[config.mk]
export PLATFORM = sky130hd
export DESIGN_NAME = phy_stat_regs
export DESIGN_NICKNAME = d
export VERILOG_FILES = /design/src/rtl/phy_stat_pkg.sv /design/src/rtl/stat_latch.sv /design/src/rtl/phy_stat_rdmux.sv /design/src/rtl/phy_stat_regs.sv
export SDC_FILE = /design/constraint.sdc
export NUM_CORES = 1
export LEC_CHECK = 0
export CAP_MARGIN = 20
export CORE_MARGIN = 2
export CORE_UTILIZATION = 40
export DETAILED_ROUTE_END_ITERATION = 8
export PLACE_DENSITY_LB_ADDON = 0.05
export SYNTH_ARGS = -nofsm -noshare
export SYNTH_HDL_FRONTEND = slang
export SYNTH_HIERARCHICAL = 1
export SYNTH_SLANG_ARGS = --single-unit
[constraint.sdc]
create_clock -name clk_i -period 1.1 [get_ports clk_i]
set_clock_uncertainty 0.2 [all_clocks]
set_input_delay 0.22 -clock clk_i [delete_from_list [all_inputs] [get_ports clk_i]]
set_output_delay 0.22 -clock clk_i [all_outputs]
set_load 0.1 [all_outputs]
[src/rtl/phy_stat_pkg.sv]
package phy_stat_pkg;
  localparam int unsigned AW = 5;
  localparam int unsigned DW = 16;
  localparam logic [AW-1:0] ADDR_STAT = 5'd1;
  localparam logic [AW-1:0] ADDR_ID   = 5'd2;
  // status word bit positions
  localparam int unsigned B_EXT   = 0;
  localparam int unsigned B_JAB   = 1;
  localparam int unsigned B_LINK  = 2;
  localparam int unsigned B_ANABL = 3;
  localparam int unsigned B_RFLT  = 4;
  localparam int unsigned B_ANDN  = 5;
  localparam int unsigned B_PRSUP = 6;
  localparam int unsigned B_ABL_LO = 7;
  localparam int unsigned ABL_W   = DW - B_ABL_LO;
  localparam int unsigned LP_RF_BIT = 13;
endpackage

[src/rtl/stat_latch.sv]
module stat_latch #(
  parameter bit LATCH_HIGH = 1'b1
) (
  input  logic clk_i,
  input  logic rst_ni,
  input  logic live_i,
  input  logic clr_i,
  output logic state_o
);
  localparam logic ACT = LATCH_HIGH;
  logic state_q, state_d;

  generate
    if (LATCH_HIGH) begin : g_hi
      always_comb state_d = clr_i ? live_i : (state_q | live_i);
    end else begin : g_lo
      always_comb state_d = clr_i ? live_i : (state_q & live_i);
    end
  endgenerate

  always_ff @(posedge clk_i or negedge rst_ni)
    if (!rst_ni) state_q <= 1'b0;
    else         state_q <= state_d;

  assign state_o = state_q;

  // event captured between reads (R4 low side, R5/R6 high side)
  p_capture_r4: assert property (@(posedge clk_i) disable iff (!rst_ni)
    (!clr_i && live_i == ACT) |=> state_o == ACT);
  p_keep_r6: assert property (@(posedge clk_i) disable iff (!rst_ni)
    (!clr_i && state_o == ACT) |=> state_o == ACT);
  p_reload_r7: assert property (@(posedge clk_i) disable iff (!rst_ni)
    clr_i |=> state_o == $past(live_i));
endmodule

[src/rtl/phy_stat_rdmux.sv]
module phy_stat_rdmux
  import phy_stat_pkg::*;
#(
  parameter logic [ABL_W-1:0] ABILITY = 9'h0F0,
  parameter logic [DW-1:0]    ID_WORD = 16'h0181
) (
  input  logic [AW-1:0] addr_i,
  input  logic          link_i,
  input  logic          jab_i,
  input  logic          rflt_i,
  input  logic          an_done_i,
  output logic [DW-1:0] word_o
);
  logic [DW-1:0] stat_w;

  always_comb begin
    stat_w = '0;
    stat_w[DW-1:B_ABL_LO] = ABILITY;
    stat_w[B_PRSUP] = 1'b0;
    stat_w[B_ANDN]  = an_done_i;
    stat_w[B_RFLT]  = rflt_i;
    stat_w[B_ANABL] = 1'b1;
    stat_w[B_LINK]  = link_i;
    stat_w[B_JAB]   = jab_i;
    stat_w[B_EXT]   = 1'b1;
  end

  always_comb begin
    unique case (addr_i)
      ADDR_STAT: word_o = stat_w;
      ADDR_ID:   word_o = ID_WORD;
      default:   word_o = '0;
    endcase
  end
endmodule

[src/rtl/phy_stat_regs.sv]
module phy_stat_regs
  import phy_stat_pkg::*;
#(
  parameter logic [ABL_W-1:0] ABILITY = 9'h0F0,
  parameter logic [DW-1:0]    ID_WORD = 16'h0181
) (
  input  logic          clk_i,
  input  logic          rst_ni,
  input  logic          link_up_i,
  input  logic          jabber_i,
  input  logic          speed100_i,
  input  logic          an_done_i,
  input  logic [DW-1:0] lp_ability_i,
  input  logic [AW-1:0] addr_i,
  input  logic          rd_i,
  output logic [DW-1:0] rdata_o
);
  logic rd_stat;
  logic jab_live;
  logic link_q, jab_q, rflt_q;
  logic [DW-1:0] word;

  assign rd_stat  = rd_i && (addr_i == ADDR_STAT);
  assign jab_live = jabber_i & ~speed100_i;   // jabber counts only at 10 Mb/s

  stat_latch #(.LATCH_HIGH(1'b0)) u_link (
    .clk_i(clk_i), .rst_ni(rst_ni), .live_i(link_up_i), .clr_i(rd_stat), .state_o(link_q));
  stat_latch #(.LATCH_HIGH(1'b1)) u_jab (
    .clk_i(clk_i), .rst_ni(rst_ni), .live_i(jab_live), .clr_i(rd_stat), .state_o(jab_q));
  stat_latch #(.LATCH_HIGH(1'b1)) u_rflt (
    .clk_i(clk_i), .rst_ni(rst_ni), .live_i(lp_ability_i[LP_RF_BIT]), .clr_i(rd_stat),
    .state_o(rflt_q));

  phy_stat_rdmux #(.ABILITY(ABILITY), .ID_WORD(ID_WORD)) u_mux (
    .addr_i(addr_i), .link_i(link_q), .jab_i(jab_q), .rflt_i(rflt_q),
    .an_done_i(an_done_i), .word_o(word));

  always_ff @(posedge clk_i or negedge rst_ni)
    if (!rst_ni)   rdata_o <= '0;
    else if (rd_i) rdata_o <= word;

  p_consts_r2: assert property (@(posedge clk_i) disable iff (!rst_ni)
    (rd_i && addr_i == ADDR_STAT) |=>
      (rdata_o[B_EXT] && rdata_o[B_ANABL] && !rdata_o[B_PRSUP] &&
       rdata_o[DW-1:B_ABL_LO] == ABILITY));
  p_andone_r3: assert property (@(posedge clk_i) disable iff (!rst_ni)
    (rd_i && addr_i == ADDR_STAT) |=> rdata_o[B_ANDN] == $past(an_done_i));
  p_jab_gate_r5: assert property (@(posedge clk_i) disable iff (!rst_ni)
    (!rd_stat && !jab_q && speed100_i) |=> !jab_q);
  p_id_r8: assert property (@(posedge clk_i) disable iff (!rst_ni)
    (rd_i && addr_i == ADDR_ID) |=> (rdata_o == ID_WORD && $stable(link_q) || $past(!link_q)));
  p_unmapped_r9: assert property (@(posedge clk_i) disable iff (!rst_ni)
    (rd_i && addr_i != ADDR_STAT && addr_i != ADDR_ID) |=> rdata_o == '0);
  p_hold_r10: assert property (@(posedge clk_i) disable iff (!rst_ni)
    !rd_i |=> $stable(rdata_o));
  p_reset_r1: assert property (@(posedge clk_i) !rst_ni |-> rdata_o == '0);
endmodule

Word level (Yosys, flattened, before mapping)
Index checks and enable logic that the tools add are counted.
- register bits: 19
- bits of input ports: 28
- output and inout port bits: 16
- word-level logic and storage cells: 16
- eq/ne operators: 2
- mux-type cells: 4
- bitwise operators: 5
- reduce and logical (&&, ||, !) cells: 1
- operators by type and width (operator ; count):
    15-bit case mux with 2 select lines ; 1
    5-bit by 1-bit == test with 1-bit output (second input constant) ; 1
    5-bit by 2-bit == test with 1-bit output (second input constant) ; 1
    1-bit 2-to-1 mux ; 3
    1-bit bitwise AND ; 2
    1-bit bitwise OR ; 2
    1-bit logical AND ; 1
    1-bit inverter ; 1

Logic depth before layout (Yosys ltp)
- depth in word-level cells: 4
- depth in mapped cells: 5
- mapped depth without buffers: 4

Cells and area by module
The synthesis kept the hierarchy.
- modules (own cells, without submodules) (module ; instances ; cells each ; area an instance (µm²) ; seq. area each (µm²)):
    phy_stat_regs ; 1 ; 37 ; 671.9 ; 400.4
    phy_stat_rdmux ; 1 ; 21 ; 147.6 ; 0.0
    stat_latch at u_jab ... ; 2 ; 3 ; 36.3 ; 25.0
    stat_latch at u_link ; 1 ; 2 ; 32.5 ; 25.0

Worst setup path before layout
No wires, ideal clock.
- kind: register -> register
- start: reg rdata_o[10] (netlist name)
- end: reg rdata_o[10]
- setup time: 0.126 ns
- data arrival time: 1.132 ns
- slack: -0.358 ns
- cell stages (with the launch flop): 2
- period minus slack after synthesis: 1.458 ns
- path through: dfrtp_1 -> mux2_4
- RTL lines (element ; line ; text):
    end signal: assignment ; phy_stat_regs.sv:40 ; else if (rd_i) rdata_o <= word;
    end: declaration ; phy_stat_regs.sv:16 ; output logic [DW-1:0] rdata_o

Worst setup path after layout
- start: reg rdata_o[3]
- end: out rdata_o[3]
No word-level cell between the ends.

==> results.txt <==
* Failing checks: negative setup slack
- The detailed router finished its first iteration with 8 violations.
- Setup violations remaining at the end of the flow were counted as 22.
- The die is 52.1 um wide.
* Worst Hold Class: in2async
- Core area: 2190 um^2
- The startpoint identified for the worst register-to-register timing path is rdata_o[2].
* Number of detailed-routing iterations run before antenna repair: 3
- The tool flagged a number of max-cap violations equal to 0.
- In this run the number of H-tree levels came out at 1.
- Via-per-instance ratio: 4.63
- Reg2Reg Capture Point: rdata_o[2]
- Status: complete, but fails checks
- Hold Worst Slack: 0.0487 ns
* Top area cells in the synthesized netlist: sky130_fd_sc_hd__dfrtp_1, sky130_fd_sc_hd__mux2_4, sky130_fd_sc_hd__buf_4
- Number of different library cells in the post-synthesis netlist: 20
* Post-layout nets: 129
- The first global-routing pass estimated 2940 um of wire.
* Routed via count: 593
- Synth Register Bits: 19
- Critical Path End: rdata_o[3]
- The total overflow left after global routing is 0.
- In the final routed layout, each cell accounts on average for 13.8 um.
* Total half-perimeter wirelength after legalization and detailed placement: 1330 um
- Synth Area per Inst: 14.0 um^2
- After layout, the worst setup slack is -0.310 ns.
- Clock-pin slew of the registers on the worst-case setup and hold paths: 0.11 ns
- The clock reaches the later pin of the worst-skew pair after 0.29 ns.
- Number of diodes: 0
- Count of final hold-check violations: 0
- Data on the critical path is required at its endpoint by 0.68 ns.
- Number of standard cells after synthesis: 66
- CTS saw 19 sinks.
- Final wirelength: 1770 um
- Unrepaired setup endpoints after global routing: yes
- Largest net degree at the start of global routing: 20
- Top fanout value on the critical path: 2
- In this run the register-to-register setup slack is -0.04 ns.
- Across the VDD grid, the largest voltage drop is 0.837 mV.
- For this run, the slowest stage of the critical path takes 0.52 ns.
- Tracing the worst setup path back leads to its startpoint at rdata_o[3].
- Count of pins over their slew limit: 0
- Count of boundary I/O pins: 44
- STA classifies the critical path endpoint as an output pin.
* Port buffer count: 28
* Sum of buffers and inverters on the critical path: 1
* Height of the chip: 52.1 um
- Routed Antenna Nets: 0
* Synth Cell Area: 925 um^2
- For this run, the top clock speed supported by timing is 0.709 GHz.
- All-layer global routing usage: 0.154
* Number of global-route vias before repair: 613
- Cell taking the most area after synthesis: sky130_fd_sc_hd__dfrtp_1
* Number of filler instances in the final layout: 159
* Chain of cells forming the critical path: buf_12
- The congestion estimate from routability-driven global placement came to 0.683.
- The largest individual stage delay along the critical path comes from the cell sky130_fd_sc_hd__dfrtp_4.
- Subtracting the final worst setup slack from the clock period gives 1.41 ns.
- The initial utilization of the core area, before any placement, comes to 0.422.
- Leak pwr: 0.660 nW
- Overall power consumption: 1.58 mW
- The die covers 2710 um^2.
* Number of cells on the critical path: 1
- Leading cell types in the layout, fill and taps excluded: sky130_fd_sc_hd__buf_12, sky130_fd_sc_hd__mux2_4, sky130_fd_sc_hd__dfrtp_4
- The number of antenna violations at the first check in global routing is 0.
- Clock tree synthesis inserted a total of 3 buffers.
- Of the post-synthesis cell area, the dominant cell type holds 0.514.
- Portion of the post-synthesis area used by sequential elements: 0.514
- TritonCTS built the clock tree.
- Maximum count of clock buffers along a single path: 2
* Relative area change from synthesis to final layout: 66.0%
* Number of placement rows: 17
- Fraction of the core area covered by cells at the end of the flow: 0.701
* Family with the most delay on the worst path: flip-flops
- Most common cell after layout, fill and taps aside: sky130_fd_sc_hd__buf_12
* Syn. warnings: 6
* Depth of the most critical reg-to-reg path: 2
- The worst setup path is launched from a flip-flop.
- Data on the critical path arrives at its endpoint at 0.99 ns.
- Cell area power density: 1030 nW/um^2
- Of the available clock period, the critical path in the final layout requires 1.28.
- The critical path is of the reg2out type.
- Clock tree root driver cell: sky130_fd_sc_hd__clkbuf_4
- For this run, design rule violations remaining after detail routing come to 0.
- Of the cells placed in the final design, the portion with a size suffix greater than 1 is 0.760.
-- registers in the layout, indices dropped and copies added (netlist names) --
signal,count
u_link/state_o,1
u_jab/state_o,1
rdata_o,16
u_rflt/state_o,1
-- power breakdown --
| part | total [mW] | switching (mW) | internal [mW] |
|---|---|---|---|
| clock | 0.349 | 0.213 | 0.135 |
| combinational | 0.462 | 0.256 | 0.205 |
| sequential | 0.765 | 0.0288 | 0.736 |
-- worst min path at each step --
stage	from	end	slack, ns
after global routing	rst_ni	rdata_o[15]	0.05
after CTS	rst_ni	rdata_o[11]	0.05
after floorplan	rst_ni	rdata_o[10]	-0.28
after detailed placement	u_jab/state_o	u_jab/state_o	0.26
after global placement	u_rflt/state_o	u_rflt/state_o	0.26
final	rst_ni	rdata_o[11]	0.05
-- routing by layer --
layer  GRT usage  part of all wire  up-vias
met2       0.245              0.53       19
met3      0.0431             0.053        2
met5           0                 0        -
li1            -                 -      281
met4      0.0658            0.0057        0
met1       0.196              0.41      291
-- metrics by stage --
stage	TNS (ns)	cell area, um^2	setup slack, ns	instances
detailed placement	-12.21	1480	-0.782	121
CTS	-5.01	1540	-0.319	128
global placement	-11.80	1480	-0.737	121
floorplan	-2.68	1050	-0.255	69
finish	-4.70	1540	-0.310	128
global route	-5.39	1540	-0.352	128
-- cell families (layout without fill, tap and decap cells) --
group,count (synthesis),in the layout,share of synthesized area
buffers and inverters,13,44,0.115
flip-flops,19,19,0.514
multiplexers,16,16,0.235
AO/OA/AOI/OAI,4,4,0.0298
AND/OR/NAND/NOR,13,13,0.101
other,1,4,0.00406
-- synthesized netlist by cell type --
library cell / count
sky130_fd_sc_hd__nor3b_1: 4
sky130_fd_sc_hd__a21o_1: 2
sky130_fd_sc_hd__mux2_2: 6
sky130_fd_sc_hd__nand4bb_1: 1
sky130_fd_sc_hd__nor2_1: 2
sky130_fd_sc_hd__nand2b_1: 1
sky130_fd_sc_hd__conb_1: 1
sky130_fd_sc_hd__a21oi_1: 1
sky130_fd_sc_hd__inv_1: 2
sky130_fd_sc_hd__o21a_1: 1
sky130_fd_sc_hd__buf_4: 9
sky130_fd_sc_hd__dfrtp_1: 19
sky130_fd_sc_hd__buf_6: 1
sky130_fd_sc_hd__buf_12: 1
sky130_fd_sc_hd__or4b_4: 1
sky130_fd_sc_hd__or3_1: 1
sky130_fd_sc_hd__nor3_1: 1
sky130_fd_sc_hd__nor2b_1: 1
sky130_fd_sc_hd__mux2_4: 10
sky130_fd_sc_hd__or2b_1: 1
-- timing repair --
item	in CTS	in global routing
setup endpoints to repair	35	28
buffers inserted	3	0
endpoints found under the hold margin	0	0
resized for setup	25	3
pin swaps	5	6
hold buffers	0	0
-- cell type report --
| cell class | instances | area (um^2) | area share |
|---|---|---|---|
| Sequential cell | 19 | 520 | 0.339 |
| Clock inverter | 1 | 5.00 | 0.00326 |
| Clock buffer | 3 | 22.5 | 0.0147 |
| Tap cell | 28 | 35.0 | 0.0228 |
| Timing Repair Buffer | 38 | 538 | 0.350 |
| Inverter | 2 | 7.51 | 0.00489 |
| Multi-Input combinational cell | 37 | 407 | 0.265 |
Power figures use the tool's default switching activity.
